<file path="src/rtl/scrf_pkg.sv">
package scrf_pkg;
  localparam int ADDR_W = 7;
  localparam int DATA_W = 9;
  localparam int BYTE_W = 8;

  typedef struct packed {
    logic              wrEn;     // store data at addr
    logic              swReset;  // reload every default
    logic [ADDR_W-1:0] addr;
    logic [DATA_W-1:0] data;
  } ctlCmd_t;

  function automatic logic [DATA_W-1:0] regDefault(input int idx);
    logic [DATA_W-1:0] val;
    val = '0;
    if (idx == 0)                      val = 9'h121;
    else if (idx == 7)                 val = 9'h194;
    else if (idx >= 20 && idx <= 25)   val = 9'h0FF;
    else if (idx == 50)                val = 9'h05E;
    else if (idx == 51)                val = 9'h03E;
    return val;
  endfunction
endpackage

</file>
<file path="src/rtl/scrf_ctrl.sv">
module scrf_ctrl
  import scrf_pkg::*;
#(
  parameter int NUM_REGS = 54
) (
  input  logic              clk,
  input  logic              rstN,
  input  logic              byteValid,
  input  logic [BYTE_W-1:0] byteData,
  input  logic              frameAbort,
  output ctlCmd_t           cmd
);
  localparam logic [ADDR_W-1:0] LAST_ADDR = ADDR_W'(NUM_REGS - 1);

  logic              phase;   // 1: first byte held
  logic [BYTE_W-1:0] hiByte;
  logic              pairDone;
  logic [ADDR_W-1:0] pairAddr;

  always_ff @(posedge clk or negedge rstN) begin
    if (!rstN) begin
      phase  <= 1'b0;
      hiByte <= '0;
    end else if (frameAbort) begin
      phase  <= 1'b0;
    end else if (byteValid) begin
      if (!phase) begin
        hiByte <= byteData;
        phase  <= 1'b1;
      end else begin
        phase  <= 1'b0;
      end
    end
  end

  always_comb begin
    pairDone    = byteValid && phase && !frameAbort;
    pairAddr    = hiByte[BYTE_W-1:1];
    cmd.addr    = pairAddr;
    cmd.data    = {hiByte[0], byteData};
    cmd.wrEn    = pairDone && (pairAddr < LAST_ADDR);
    cmd.swReset = pairDone && (pairAddr == LAST_ADDR);
  end

  // abort always leaves the pairing state empty
  a_r6_abort_clears: assert property (@(posedge clk) disable iff (!rstN)
    frameAbort |=> !phase);

  // a first byte is held across idle cycles
  a_r7_first_held: assert property (@(posedge clk) disable iff (!rstN)
    (phase && !byteValid && !frameAbort) |=> (phase && $stable(hiByte)));

  // restore and write commands are exclusive
  a_r3_cmd_exclusive: assert property (@(posedge clk) disable iff (!rstN)
    !(cmd.wrEn && cmd.swReset));
endmodule

</file>
<file path="src/rtl/scrf_regs.sv">
module scrf_regs
  import scrf_pkg::*;
#(
  parameter int NUM_REGS = 54
) (
  input  logic                         clk,
  input  logic                         rstN,
  input  ctlCmd_t                      cmd,
  output logic [NUM_REGS*DATA_W-1:0]   regFlat,
  output logic                         wrStrobe,
  output logic [ADDR_W-1:0]            wrAddr
);
  localparam logic [ADDR_W-1:0] LAST_ADDR = ADDR_W'(NUM_REGS - 1);

  logic [DATA_W-1:0] regQ [NUM_REGS];

  for (genvar g = 0; g < NUM_REGS; g++) begin : gReg
    localparam logic [DATA_W-1:0] DEF = regDefault(g);
    always_ff @(posedge clk or negedge rstN) begin
      if (!rstN)
        regQ[g] <= DEF;
      else if (cmd.swReset)
        regQ[g] <= DEF;
      else if (cmd.wrEn && (cmd.addr == ADDR_W'(g)))
        regQ[g] <= cmd.data;
    end
    assign regFlat[g*DATA_W +: DATA_W] = regQ[g];
  end

  always_ff @(posedge clk or negedge rstN) begin
    if (!rstN) begin
      wrStrobe <= 1'b0;
      wrAddr   <= '0;
    end else begin
      wrStrobe <= cmd.wrEn || cmd.swReset;
      if (cmd.wrEn || cmd.swReset) wrAddr <= cmd.addr;
    end
  end

  // a strobe never lasts two cycles (a pair needs two byte cycles)
  a_r3_single_pulse: assert property (@(posedge clk) disable iff (!rstN)
    wrStrobe |=> !wrStrobe);

  // reported addresses stay inside the map
  a_r4_addr_range: assert property (@(posedge clk) disable iff (!rstN)
    wrStrobe |-> (wrAddr <= LAST_ADDR));

  // without a command the bank holds
  a_r8_hold: assert property (@(posedge clk) disable iff (!rstN)
    !(cmd.wrEn || cmd.swReset) |=> $stable(regFlat));

  // after a restore strobe, register 0 carries its default
  a_r5_restore_seen: assert property (@(posedge clk) disable iff (!rstN)
    (wrStrobe && wrAddr == LAST_ADDR) |-> (regQ[0] == regDefault(0)));
endmodule

</file>
<file path="src/rtl/scrf_top.sv">
module scrf_top
  import scrf_pkg::*;
#(
  parameter int NUM_REGS = 54
) (
  input  logic                       clk,
  input  logic                       rstN,
  input  logic                       byteValid,
  input  logic [7:0]                 byteData,
  input  logic                       frameAbort,
  output logic [NUM_REGS*9-1:0]      regFlat,
  output logic                       wrStrobe,
  output logic [6:0]                 wrAddr
);
  ctlCmd_t cmd;

  scrf_ctrl #(.NUM_REGS(NUM_REGS)) uCtrl (
    .clk(clk), .rstN(rstN), .byteValid(byteValid), .byteData(byteData),
    .frameAbort(frameAbort), .cmd(cmd)
  );

  scrf_regs #(.NUM_REGS(NUM_REGS)) uRegs (
    .clk(clk), .rstN(rstN), .cmd(cmd), .regFlat(regFlat),
    .wrStrobe(wrStrobe), .wrAddr(wrAddr)
  );
endmodule

</file>
<file path="config.mk">
export PLATFORM = sky130hd
export DESIGN_NAME = scrf_top
export DESIGN_NICKNAME = d
export VERILOG_FILES = /design/src/rtl/scrf_pkg.sv /design/src/rtl/scrf_ctrl.sv /design/src/rtl/scrf_regs.sv /design/src/rtl/scrf_top.sv
export SDC_FILE = /design/constraint.sdc
export NUM_CORES = 1
export LEC_CHECK = 0
export ABC_AREA = 0
export BUFFER_PORTS_ARGS = -buffer_cell sky130_fd_sc_hd__buf_2
export CORE_MARGIN = 3
export CORE_UTILIZATION = 45
export CTS_BUF_LIST = sky130_fd_sc_hd__clkbuf_16
export CTS_CLUSTER_DIAMETER = 50
export DETAILED_ROUTE_END_ITERATION = 8
export PLACE_DENSITY = 0.69
export SKIP_LAST_GASP = 1
export SLEW_MARGIN = 20
export SYNTH_ARGS = -nofsm -noshare
export SYNTH_HDL_FRONTEND = slang
export SYNTH_SLANG_ARGS = --single-unit
</file>
<file path="constraint.sdc">
create_clock -name clk -period 3.53 [get_ports clk]
set_input_delay 0.706 -clock clk [delete_from_list [all_inputs] [get_ports clk]]
set_output_delay 0.706 -clock clk [all_outputs]
set_load 0.05 [all_outputs]
</file>
# Yosys cells after proc, flatten, opt, wreduce, memory -nomap -nowiden

Index checks and enable logic that the tools add are counted.

$lt $le $gt $ge: 1
Equal/unequal tests: 53
Muxes and demuxes: 111
Bitwise logic cells: 2
Reduce and logical (&&, ||, !) cells: 117

Operators by type and width:

| operator                                             | count |
|---|---|
| two-way mux 9 bit                                    | 108 |
| equality test 7 x 6 -> 1 bit (second input constant) | 22 |
| equality test 7 x 5 -> 1 bit (second input constant) | 16 |
| nonzero test 2 bit                                   | 55 |
| logical AND 1 bit                                    | 58 |
| equality test 7 x 4 -> 1 bit (second input constant) | 8 |
| equality test 7 x 3 -> 1 bit (second input constant) | 4 |
| equality test 7 x 2 -> 1 bit (second input constant) | 2 |
| equality test 7 x 1 -> 1 bit (second input constant) | 1 |
| logical NOT 7 bit                                    | 1 |
| < comparator 7 x 6 -> 1 bit (second input constant)  | 1 |
| two-way mux 1 bit                                    | 3 |
| AND reduction 3 bit                                  | 1 |
| inverter 1 bit                                       | 2 |
| logical NOT 1 bit                                    | 1 |
| logical OR 1 bit                                     | 1 |

Register bits after elaboration: 503
Logic and storage cells: 342

# Logic depth before layout (Yosys ltp)

Gate-level depths: netlist of the first run.

Word-level depth: 6
Mapped depth: 8
Gate-level depth less buffers: 4

# Hierarchy

From an unflattened synthesis of the first run, not the netlist that was laid out.

Cell total of the unflattened synthesis: 1730
Area total of the unflattened synthesis: 22082.4 µm²

By module, submodules not included:

| module    | instances | cells an instance | area an instance (µm²) |
|---|---|---|---|
| scrf_regs | 1         | 1696              | 21628.2 |
| scrf_ctrl | 1         | 34                | 454.2 |

# Worst setup path before layout of the first run

OpenSTA, ideal clock, no wires.

Path type: input-to-reg
Start point: in frameAbort
End point: reg uRegs.regQ (netlist bit uRegs.regFlat[423])
Setup time: 0.125 ns
Data arrival time: 2.187 ns
Data required time: 3.405 ns
Path slack: 1.219 ns
Stages on the path: 5
Path through: nand4bb_1 -> buf_2 -> or3_1 -> a21oi_4 -> mux2_2

Longest elaborated chain between the ends: 5
Elaborated cells on any way between the ends: 7

Ends and longest elaborated chain:

| item                          | line            | source |
|---|---|---|
| start, declared               | scrf_top.sv:10  | `input logic frameAbort,` |
| logical NOT 1 bit (*)         | scrf_ctrl.sv:37 | `pairDone = byteValid && phase && !frameAbort;` |
| logical AND 1 bit (*)         | scrf_ctrl.sv:37 |  |
| logical AND 1 bit             | scrf_ctrl.sv:41 | `cmd.wrEn = pairDone && (pairAddr < LAST_ADDR);` |
| logical AND 1 bit             | scrf_regs.sv:24 | `else if (cmd.wrEn && (cmd.addr == ADDR_W'(g)))` |
| nonzero test 2 bit (no line)  | -               |  |
| end signal, assigned by index | scrf_regs.sv:25 | `regQ[g] <= cmd.data;` |
| end, declared                 | scrf_regs.sv:15 | `logic [DATA_W-1:0] regQ [NUM_REGS];` |

Mark *: on every way between the ends. The rest lies on a longest branch, timed or not.
A chain may end at the register's enable or synchronous reset.

# Worst setup path in the final report of the first run

Start point: reg uCtrl.hiByte[4]
End point: reg uRegs.regQ (netlist bit uRegs.regFlat[159])

Longest elaborated chain between the ends: 4
Elaborated cells on any way between the ends: 8

Ends and longest elaborated chain:

| item                         | line            | source |
|---|---|---|
| start, declared              | scrf_ctrl.sv:16 | `logic [BYTE_W-1:0] hiByte;` |
| start signal, assigned       | scrf_ctrl.sv:28 | `hiByte <= byteData;` |
| < comparator 7 x 6 -> 1 bit  | scrf_ctrl.sv:41 |  |
| logical AND 1 bit            | scrf_ctrl.sv:41 |  |
| logical AND 1 bit            | scrf_regs.sv:24 |  |
| nonzero test 2 bit (no line) | -               |  |

Several ways; a longest one is shown, not always the timed one.

==> impl_metrics.csv, run 1 <==
group,metric,value,unit
sta,rsz0062_at_grt,"false",
detailed_routing,drt_wl_total,63800,um
power,p_leak,14.3,nW
die,die_w,219,um
sta,hold_violations,0,
layout,nNetsFinal,2149,
detailed_routing,vias,15100,
cts,clkSinkCount,503,
sta,fin_crit_sh,83.7,%
power,comb_power_share,24.5,%
synthesis,synth.net_count,1680,
place,portBuffers,505,
synthesis,synth_area,20300,sq um
die,coreArea,44400,sq um
synthesis,synth_area_leaders,"dfrtp_1 54%, mux2_2 10%, dfstp_2 8.4%",
cts,htreeDepth,2,
synthesis,yosys.area.top_type,"dfrtp_1",
layout,multi_input_area,7080,sq um
synthesis,netlist_top_cells_count,"438 x dfrtp_1, 249 x nand2_1, 181 x mux2_2",
cts,clock_latency,600,ps
detailed_routing,vias_per_cell,5.44,
synthesis,synth_edf_count,0,
synthesis,yosys_warnings,0,
cts,cts_tree,"built",
cts,cts_hold_buf,0,
cts,cts_buffer_depth,3,
detailed_routing,first_pass_iters,5,
global_routing,grt_first_pass_wirelength,95400,um
synthesis,ys_seq_elements,503,
layout,area_delta_synth_final,24.6,%
die,die_h,219,um
synthesis,syn_area_per_cell,12.2,sq um
synthesis,yosysUniqueCellTypes,67,
place,dp.cells,2674,
synthesis,syn_inst,1668,
place,dp_slack,612,ps
global_routing,gr-total-overflow,0,
global_routing,grt_pass1_vias,15000,
setup_path,required,3980,ps
sta,fmax,339,MHz
power,intPower,10.9,mW
layout,fillers,3726,
power,seq_power_share,40.4,%
worst_hold_path,hp-class,"input pin to async pin",
cts,cts_resized,0,
power,switching_share,35.6,%
flow_run,drv_cap,0,
die,rows,77,
die,initial_core_util,45.8,%
setup_path,path_max_fanout,19,
setup_path,crit_path_end_kind,"flip-flop",
global_routing,grt_util_all_layers,26.2,%
synthesis,yosysTopAreaCellShare,53.9,%
setup_path,start_kind,"flip-flop",
run_status,status,"finished clean",
cts,cts-root-buf,"clkbuf_16",
die,pin_count,506,
detailed_routing,drt_iter0_markers,1124,
power,switchingPower,6.05,mW
power,irDropWorstVdd,0.438,mV
layout,antennaDiodeCount,0,
global_routing,grt_max_degree,103,
cts,cts_setup_buffers,0,
sta,relSlewSlack,33.6,%
layout,ff_latch_area,12700,sq um
global_routing,antenna_found_initial,1,
synthesis,yosysSeqAreaShare,62.3,%
sta,worst_pin_slew,996,ps
power,clkPwrFrac,35.1,%
sta,timing.setup.tns,0,ps
cts,cts_made_buffers,53,
sta,setup_viol,0,
synthesis,post-synth-top-count-cell,"dfrtp_1",
sta,timing.hold.ws,73.8,ps
sta,slew_violations,0,
sta,min_period,2950,ps
detailed_routing,antenna_left,0,
sta,skew,16.1,ps
detailed_routing,drc,0,
layout,fin_cells,2774,
die,dieArea,47800,sq um
synthesis,async_flop_share,100,%
power,power_density,670,nW/um^2
setup_path,crit_type,"flip-flop to flip-flop",
place,placed_area,23500,sq um
place,finalWeightedCongestion,0.840,
sta,setup_slack,576,ps
detailed_routing,wire_per_inst,23.0,um
synthesis,synth_ff_type,"dfrtp_1",
cts,path_clk_slew,60,ps
layout,final_area,25400,sq um
setup_path,cp.arrival,3400,ps
place,hpwl,43100,um
layout,layout-drive-gt1-share,42.3,%
flip-flops by register name, summed over array words and instances, names as in the netlist:
name and count:
uCtrl.hiByte 8, uCtrl.phase 1, uRegs.regFlat 486, uRegs.wrAddr 7, uRegs.wrStrobe 1
cells by family (layout without fill, tap and decap cells):
logic type / count (synthesis) / after routing / share of synthesized area (%)
xor gates and xnor gates: 5 / 5 / 0.215
and+or+nand+nor: 505 / 505 / 11.7
DFF: 503 / 503 / 62.3
muxes: 292 / 292 / 15.5
AOI/OAI and AO/OA: 222 / 222 / 7.25
buffers and inverters: 141 / 655 / 3.08
through the flow:
step / total power, mW / utilization [%]
2_1_floorplan: 9.87 / -
3_3_place_gp: 11.1 / 52.9
3_5_place_dp: 11.1 / 52.9
4_1_cts: 17.1 / 57.1
5_1_grt: 17.6 / 57.1
6_report: 17.0 / 57.1
worst max-delay path, stage by stage, from the launching register on:
cell	delay, ps
dfrtp_1	660
nor2_1	870
nand4_1	840
nand3_1	310
o21ai_0	110
layout by cell type (no fill, tap or decap), types with 17 or more instances in the layout:
cell | synthesis | routed
buf_2 | 53 | 504
o21ai_0 | 128 | 128
mux2i_1 | 111 | 111
a21oi_1 | 24 | 24
nand2_1 | 249 | 249
buf_4 | 4 | 40
dfrtp_1 | 438 | 436
nand3_1 | 47 | 47
nor2_1 | 92 | 92
mux2_2 | 181 | 181
and2_1 | 17 | 17
clkbuf_16 | 0 | 55
nand2b_1 | 20 | 20
dfstp_2 | 65 | 65
power by group through the flow:
| stage | Sequential, mW | Clock, mW | Combinational (mW) |
|---|---|---|---|
| after floorplan | 8.89 | 0 | 0.983 |
| after global placement | 6.92 | 0 | 4.13 |
| after detailed placement | 6.95 | 0 | 4.17 |
| after CTS | 6.86 | 6.04 | 4.18 |
| after global routing | 6.94 | 6.31 | 4.36 |
| final | 6.87 | 5.96 | 4.16 |
cell type report:
cell class              count  area share (%)
well taps                 592            2.92
clock buffers              55            5.43
clock inverters            45            1.95
repair buffers            552            11.7
inverters                   3          0.0444
flip-flops and latches    503            50.0
multi-input cells        1024            27.9
per-layer routing:
metal	GRT usage (%)	vias up	wire length, um
met5	0	-	13
met4	9.05	2	2340
met3	6.22	134	4700
met2	42.3	613	30200
met1	34.9	7673	26600
li1	-	6662	-
final timing paths:
| path | start | slack [ps] | depth (start not counted) | endpoint |
|---|---|---|---|---|
| worst max-delay path | uCtrl.hiByte[4] | 580 | 4 | uRegs.regFlat[159] |
| worst min-delay path | rstN | 70 | 1 | uRegs.regFlat[480] |
| worst max register to register | uCtrl.hiByte[4] | 580 | 4 | uRegs.regFlat[159] |
| worst min register to register | uRegs.regFlat[361] | 480 | 2 | uRegs.regFlat[361] |
| max in group asynchronous | rstN | 2480 | 2 | uRegs.regFlat[232] |
| min in group clk | frameAbort | 320 | 2 | uCtrl.phase |
Power figures use the tool's default switching activity.
==> run 2, diff against run 1 <==
- PLACE_DENSITY: 0.69 -> 0.72
- clock period: 3.53 -> 2.7 ns (I/O delays scaled with it)
==> impl_metrics.csv, run 2 (synthesis gave the netlist of run 1 again) <==
group,metric,value,unit
run_status,status,"finished clean",
sta,hold_violations,0,
die,rows,77,
cts,cts_setup_buffers,0,
die,die_w,219,um
setup_path,cp.arrival,2990,ps
sta,skew,13.5,ps
layout,layout-drive-gt1-share,43.2,%
sta,timing.setup.tns,0,ps
sta,min_period,2510,ps
sta,relSlewSlack,41.1,%
global_routing,antenna_found_initial,2,
layout,area_delta_synth_final,26.1,%
sta,fin_crit_sh,92.9,%
power,irDropWorstVdd,0.618,mV
global_routing,grt_pass1_vias,15400,
setup_path,cp_slowest_stage_delay,530,ps
detailed_routing,antenna_left,0,
cts,cts_tree,"built",
setup_path,slowest_stage,"or4_1",
die,dieArea,47800,sq um
setup_path,setup.worst_path.start,"uCtrl.hiByte[4]",
cts,clock_latency,600,ps
global_routing,grt_max_degree,103,
setup_path,crit_path_end_kind,"flip-flop",
layout,layout_commonest_cell,"buf_2",
cts,cts-root-buf,"clkbuf_16",
die,pin_count,506,
die,coreArea,44400,sq um
place,hpwl,44300,um
setup_path,reg2reg_slack,190,ps
detailed_routing,vias_per_cell,5.41,
sta,setup_viol,0,
cts,htreeDepth,2,
place,portBuffers,505,
power,power.total,21.8,mW
global_routing,gr-total-overflow,0,
setup_path,cp_cell_sequence,"buf_4 -> nand2_1 -> or4_1 -> a21oi_4 -> mux2_2",
detailed_routing,drt_iter0_markers,1105,
detailed_routing,wire_per_inst,22.5,um
place,placed_area,23900,sq um
worst_hold_path,hp-class,"input pin to flip-flop",
sta,worst_pin_slew,882,ps
flow_run,drv_cap,0,
cts,path_clk_slew,60,ps
layout,final_area,25700,sq um
global_routing,grt_first_pass_wirelength,95600,um
cts,cts_buffer_depth,3,
cts,cts_made_buffers,53,
die,die_h,219,um
sta,fmax,399,MHz
place,finalWeightedCongestion,0.860,
setup_path,timing.rr.start,"uCtrl.hiByte[4]",
layout,nNetsFinal,2199,
power,p_leak,14.5,nW
setup_path,cp-endpoint,"uRegs.regFlat[238]",
setup_path,crit_type,"flip-flop to flip-flop",
setup_path,r2r.worst_path.cells,5,
power,power_density,848,nW/um^2
cts,clkSinkCount,503,
detailed_routing,first_pass_iters,5,
detailed_routing,drt_wl_total,63600,um
setup_path,r2r_end,"uRegs.regFlat[238]",
setup_path,start_kind,"flip-flop",
layout,largest_reg_flops,486,
setup_path,path_max_fanout,29,
die,initial_core_util,45.8,%
sta,slew_violations,0,
detailed_routing,drc,0,
detailed_routing,vias,15300,
setup_path,required,3180,ps
global_routing,grt_util_all_layers,26.2,%
sta,rsz0062_at_grt,"false",
layout,final_cell_mix,"504 x buf_2, 436 x dfrtp_1, 249 x nand2_1",
[run 2: stage by stage]
step	hold slack (ps)	setup WS [ps]	cells	utilization, %
floorplan	244	555	1668	-
global placement	456	170	2723	53.8
detailed placement	465	99.2	2723	53.8
CTS	116	211	2821	57.8
global route	147	103	2821	57.8
finish	155	192	2822	57.8
[run 2: worst max-delay path, delay by kind of cell, from the launching register on]
family | cells | cell delay, ps
buf+inv | 1 | 330
mux | 1 | 400
flops | 1 | 420
compound gates | 1 | 420
simple gates | 2 | 820
[run 2: layer usage]
metal	part of all wire, %	GRT usage (%)	wire length, um	vias up
li1	-	-	-	6765
met1	41	34.3	25800	7766
met2	48	42.8	30700	608
met3	7.0	5.39	4460	139
met4	4.1	10.6	2600	2
met5	0.031	0	20	-
[run 2: repair_timing]
item,in CTS,in global routing
hold buffers,1,0
setup endpoints to repair,0,1
gates resized for setup,0,1
hold endpoints to repair,35,0
[run 2: cell type report]
| class | count | area, sq um |
|---|---|---|
| clock buffer | 54 | 1350 |
| clock inverter | 43 | 413 |
| fill | 3676 | 18800 |
| timing repair buffer | 602 | 3390 |
| sequential | 503 | 12700 |
| multi-input combinational | 1024 | 7070 |
| inverter | 3 | 11.3 |
| tap | 592 | 741 |
| antenna | 1 | 2.50 |
[run 2: report_power, final]
| group | leakage [nW] | switching [mW] | total, mW | internal (mW) |
|---|---|---|---|---|
| clock | 0.901 | 3.05 | 7.28 | 4.24 |
| combinational | 6.90 | 4.26 | 5.53 | 1.28 |
| sequential | 6.67 | 0.519 | 8.93 | 8.41 |
| total | 14.5 | 7.82 | 21.8 | 13.9 |
[run 2: how the worst min path moves through the flow]
stage / to / start / cells past startpoint
after floorplan: uCtrl.hiByte[0] / rstN / 0
after global placement: uRegs.regFlat[136] / uRegs.regFlat[136] / 2
after detailed placement: uRegs.regFlat[417] / uRegs.regFlat[417] / 2
after CTS: uCtrl.phase / frameAbort / 2
after global routing: uCtrl.phase / frameAbort / 2
final: uCtrl.phase / frameAbort / 2
==> run 3, diff against run 2 <==
- GPL_ROUTABILITY_DRIVEN: default -> 1
- PLACE_DENSITY: 0.72 -> 0.74
- REMOVE_ABC_BUFFERS: default -> 1
==> impl_metrics.csv, run 3 (synthesis gave the netlist of run 1 again) <==
group,metric,value,unit
setup_path,path_common_cell,"and2_1",
setup_path,required,3170,ps
cts,cts_hold_buf,1,
setup_path,slowest_stage,"dfrtp_1",
setup_path,crit_type,"flip-flop to flip-flop",
detailed_routing,vias_per_cell,5.41,
sta,fin_crit_sh,89.6,%
global_routing,antenna_found_initial,0,
detailed_routing,wire_per_inst,22.9,um
layout,layout-drive-gt1-share,43.4,%
setup_path,start_kind,"flip-flop",
sta,slew_violations,0,
cts,path_clk_slew,60,ps
cts,cts_buffer_depth,3,
detailed_routing,first_pass_iters,5,
setup_path,cp.arrival,2890,ps
power,power_density,847,nW/um^2
setup_path,cp_cell_sequence,"and2_1 -> nand3_4 -> and2_1 -> mux2_2",
die,die_h,219,um
worst_hold_path,hp-class,"input pin to flip-flop",
global_routing,grtUsageMet3,6.74,%
setup_path,path_buf_inv,0,
layout,area_delta_synth_final,26.0,%
layout,final_area,25600,sq um
global_routing,gr-total-overflow,0,
detailed_routing,drc,0,
layout,fin_cells,2836,
sta,worst_pin_slew,986,ps
run_status,status,"finished clean",
sta,setup_viol,0,
cts,cts-root-buf,"clkbuf_16",
global_routing,grt_use_met2,44.6,%
setup_path,path_max_fanout,19,
die,dieArea,47800,sq um
sta,relSlewSlack,34.2,%
layout,largest_reg_flops,486,
sta,min_period,2420,ps
sta,skew,27.3,ps
layout,layout_commonest_cell,"buf_2",
sta,hold_violations,0,
cts,cts_tree,"built",
power,p_leak,14.5,nW
layout,final_cell_mix,"504 x buf_2, 436 x dfrtp_1, 249 x nand2_1",
layout,antennaDiodeCount,0,
detailed_routing,antenna_left,0,
global_routing,grt.busiest_layer,"met2",
detailed_routing,drt_iter0_markers,1061,
detailed_routing,drt_wl_total,65000,um
setup_path,cp_top_family,"simple AND/OR/NAND/NOR gates",
place,placed_area,23900,sq um
flow_run,drv_cap,0,
global_routing,grt_pass1_vias,15700,
cts,cts_resized,0,
setup_path,cp_slowest_stage_delay,610,ps
layout,ff_latch_area,12700,sq um
global_routing,grt_max_degree,103,
cts,clkSinkCount,503,
global_routing,grt_first_pass_wirelength,98500,um
die,pin_count,506,
detailed_routing,vias,15300,
sta,rsz0062_at_grt,"false",
place,portBuffers,505,
place,finalWeightedCongestion,0.830,
die,coreArea,44400,sq um
global_routing,grt_util_all_layers,27.0,%
setup_path,path_depth,4,
cts,htreeDepth,2,
place,dp.cells,2732,
setup_path,r2r.worst_path.cells,4,
cts,cts_made_buffers,55,
worst_hold_path,min_path_cells,2,
cts,cts_setup_buffers,0,
setup_path,crit_path_end_kind,"flip-flop",
power,irDropWorstVdd,0.563,mV
die,rows,77,
sta,fmax,414,MHz
die,die_w,219,um
sta,timing.setup.tns,0,ps
place,hpwl,45100,um
layout,nNetsFinal,2210,
die,initial_core_util,45.8,%
layout,fillers,3664,
cts,clock_latency,610,ps
global_routing,grtUsageMet1,34.4,%
layout,multi_input_area,7070,sq um
## run 3: layer usage
layer  vias up  part of all wire (%)  routed length, um
li1       6792                     -                  -
met1      7803                    40              26200
met2       617                    49              31600
met3       133                   7.6               4950
met4         0                   3.6               2320
met5         -                     0                  0
## run 3: worst paths after layout
check                                   startpoint                  to  slack, ps
worst max-delay path               uCtrl.hiByte[5]  uRegs.regFlat[234]        280
worst min-delay path                    frameAbort         uCtrl.phase        160
worst max register to register     uCtrl.hiByte[5]  uRegs.regFlat[234]        280
worst min register to register  uRegs.regFlat[404]  uRegs.regFlat[404]        480
max in group asynchronous                     rstN  uRegs.regFlat[463]       1270
min in group asynchronous                     rstN   uRegs.regFlat[55]        510
## run 3: layout make-up
cell class,instances,area share [%]
sequential,503,49.4
multi-input combinational,1024,27.6
timing repair buffer,611,13.3
clock buffer,57,5.56
tap,592,2.89
clock inverter,46,1.22
inverter,3,0.0439
## run 3: through the flow
| step | hold WS, ps | util, % | setup slack, ps | power, mW |
|---|---|---|---|---|
| after CTS | 112 | 57.7 | 317 | 21.9 |
| after floorplan | 244 | - | -1570 | 12.8 |
| final | 155 | 57.7 | 282 | 21.7 |
| after detailed placement | 466 | 53.8 | 109 | 14.7 |
| after global routing | 135 | 57.7 | 132 | 22.6 |
| after global placement | 455 | 53.8 | 169 | 14.6 |
## run 3: power breakdown
| group | switching (mW) | total, mW | leakage (nW) | internal, mW |
|---|---|---|---|---|
| sequential | 0.522 | 8.94 | 6.67 | 8.42 |
| clock | 3.14 | 7.19 | 0.896 | 4.05 |
| combinational | 4.31 | 5.60 | 6.92 | 1.28 |
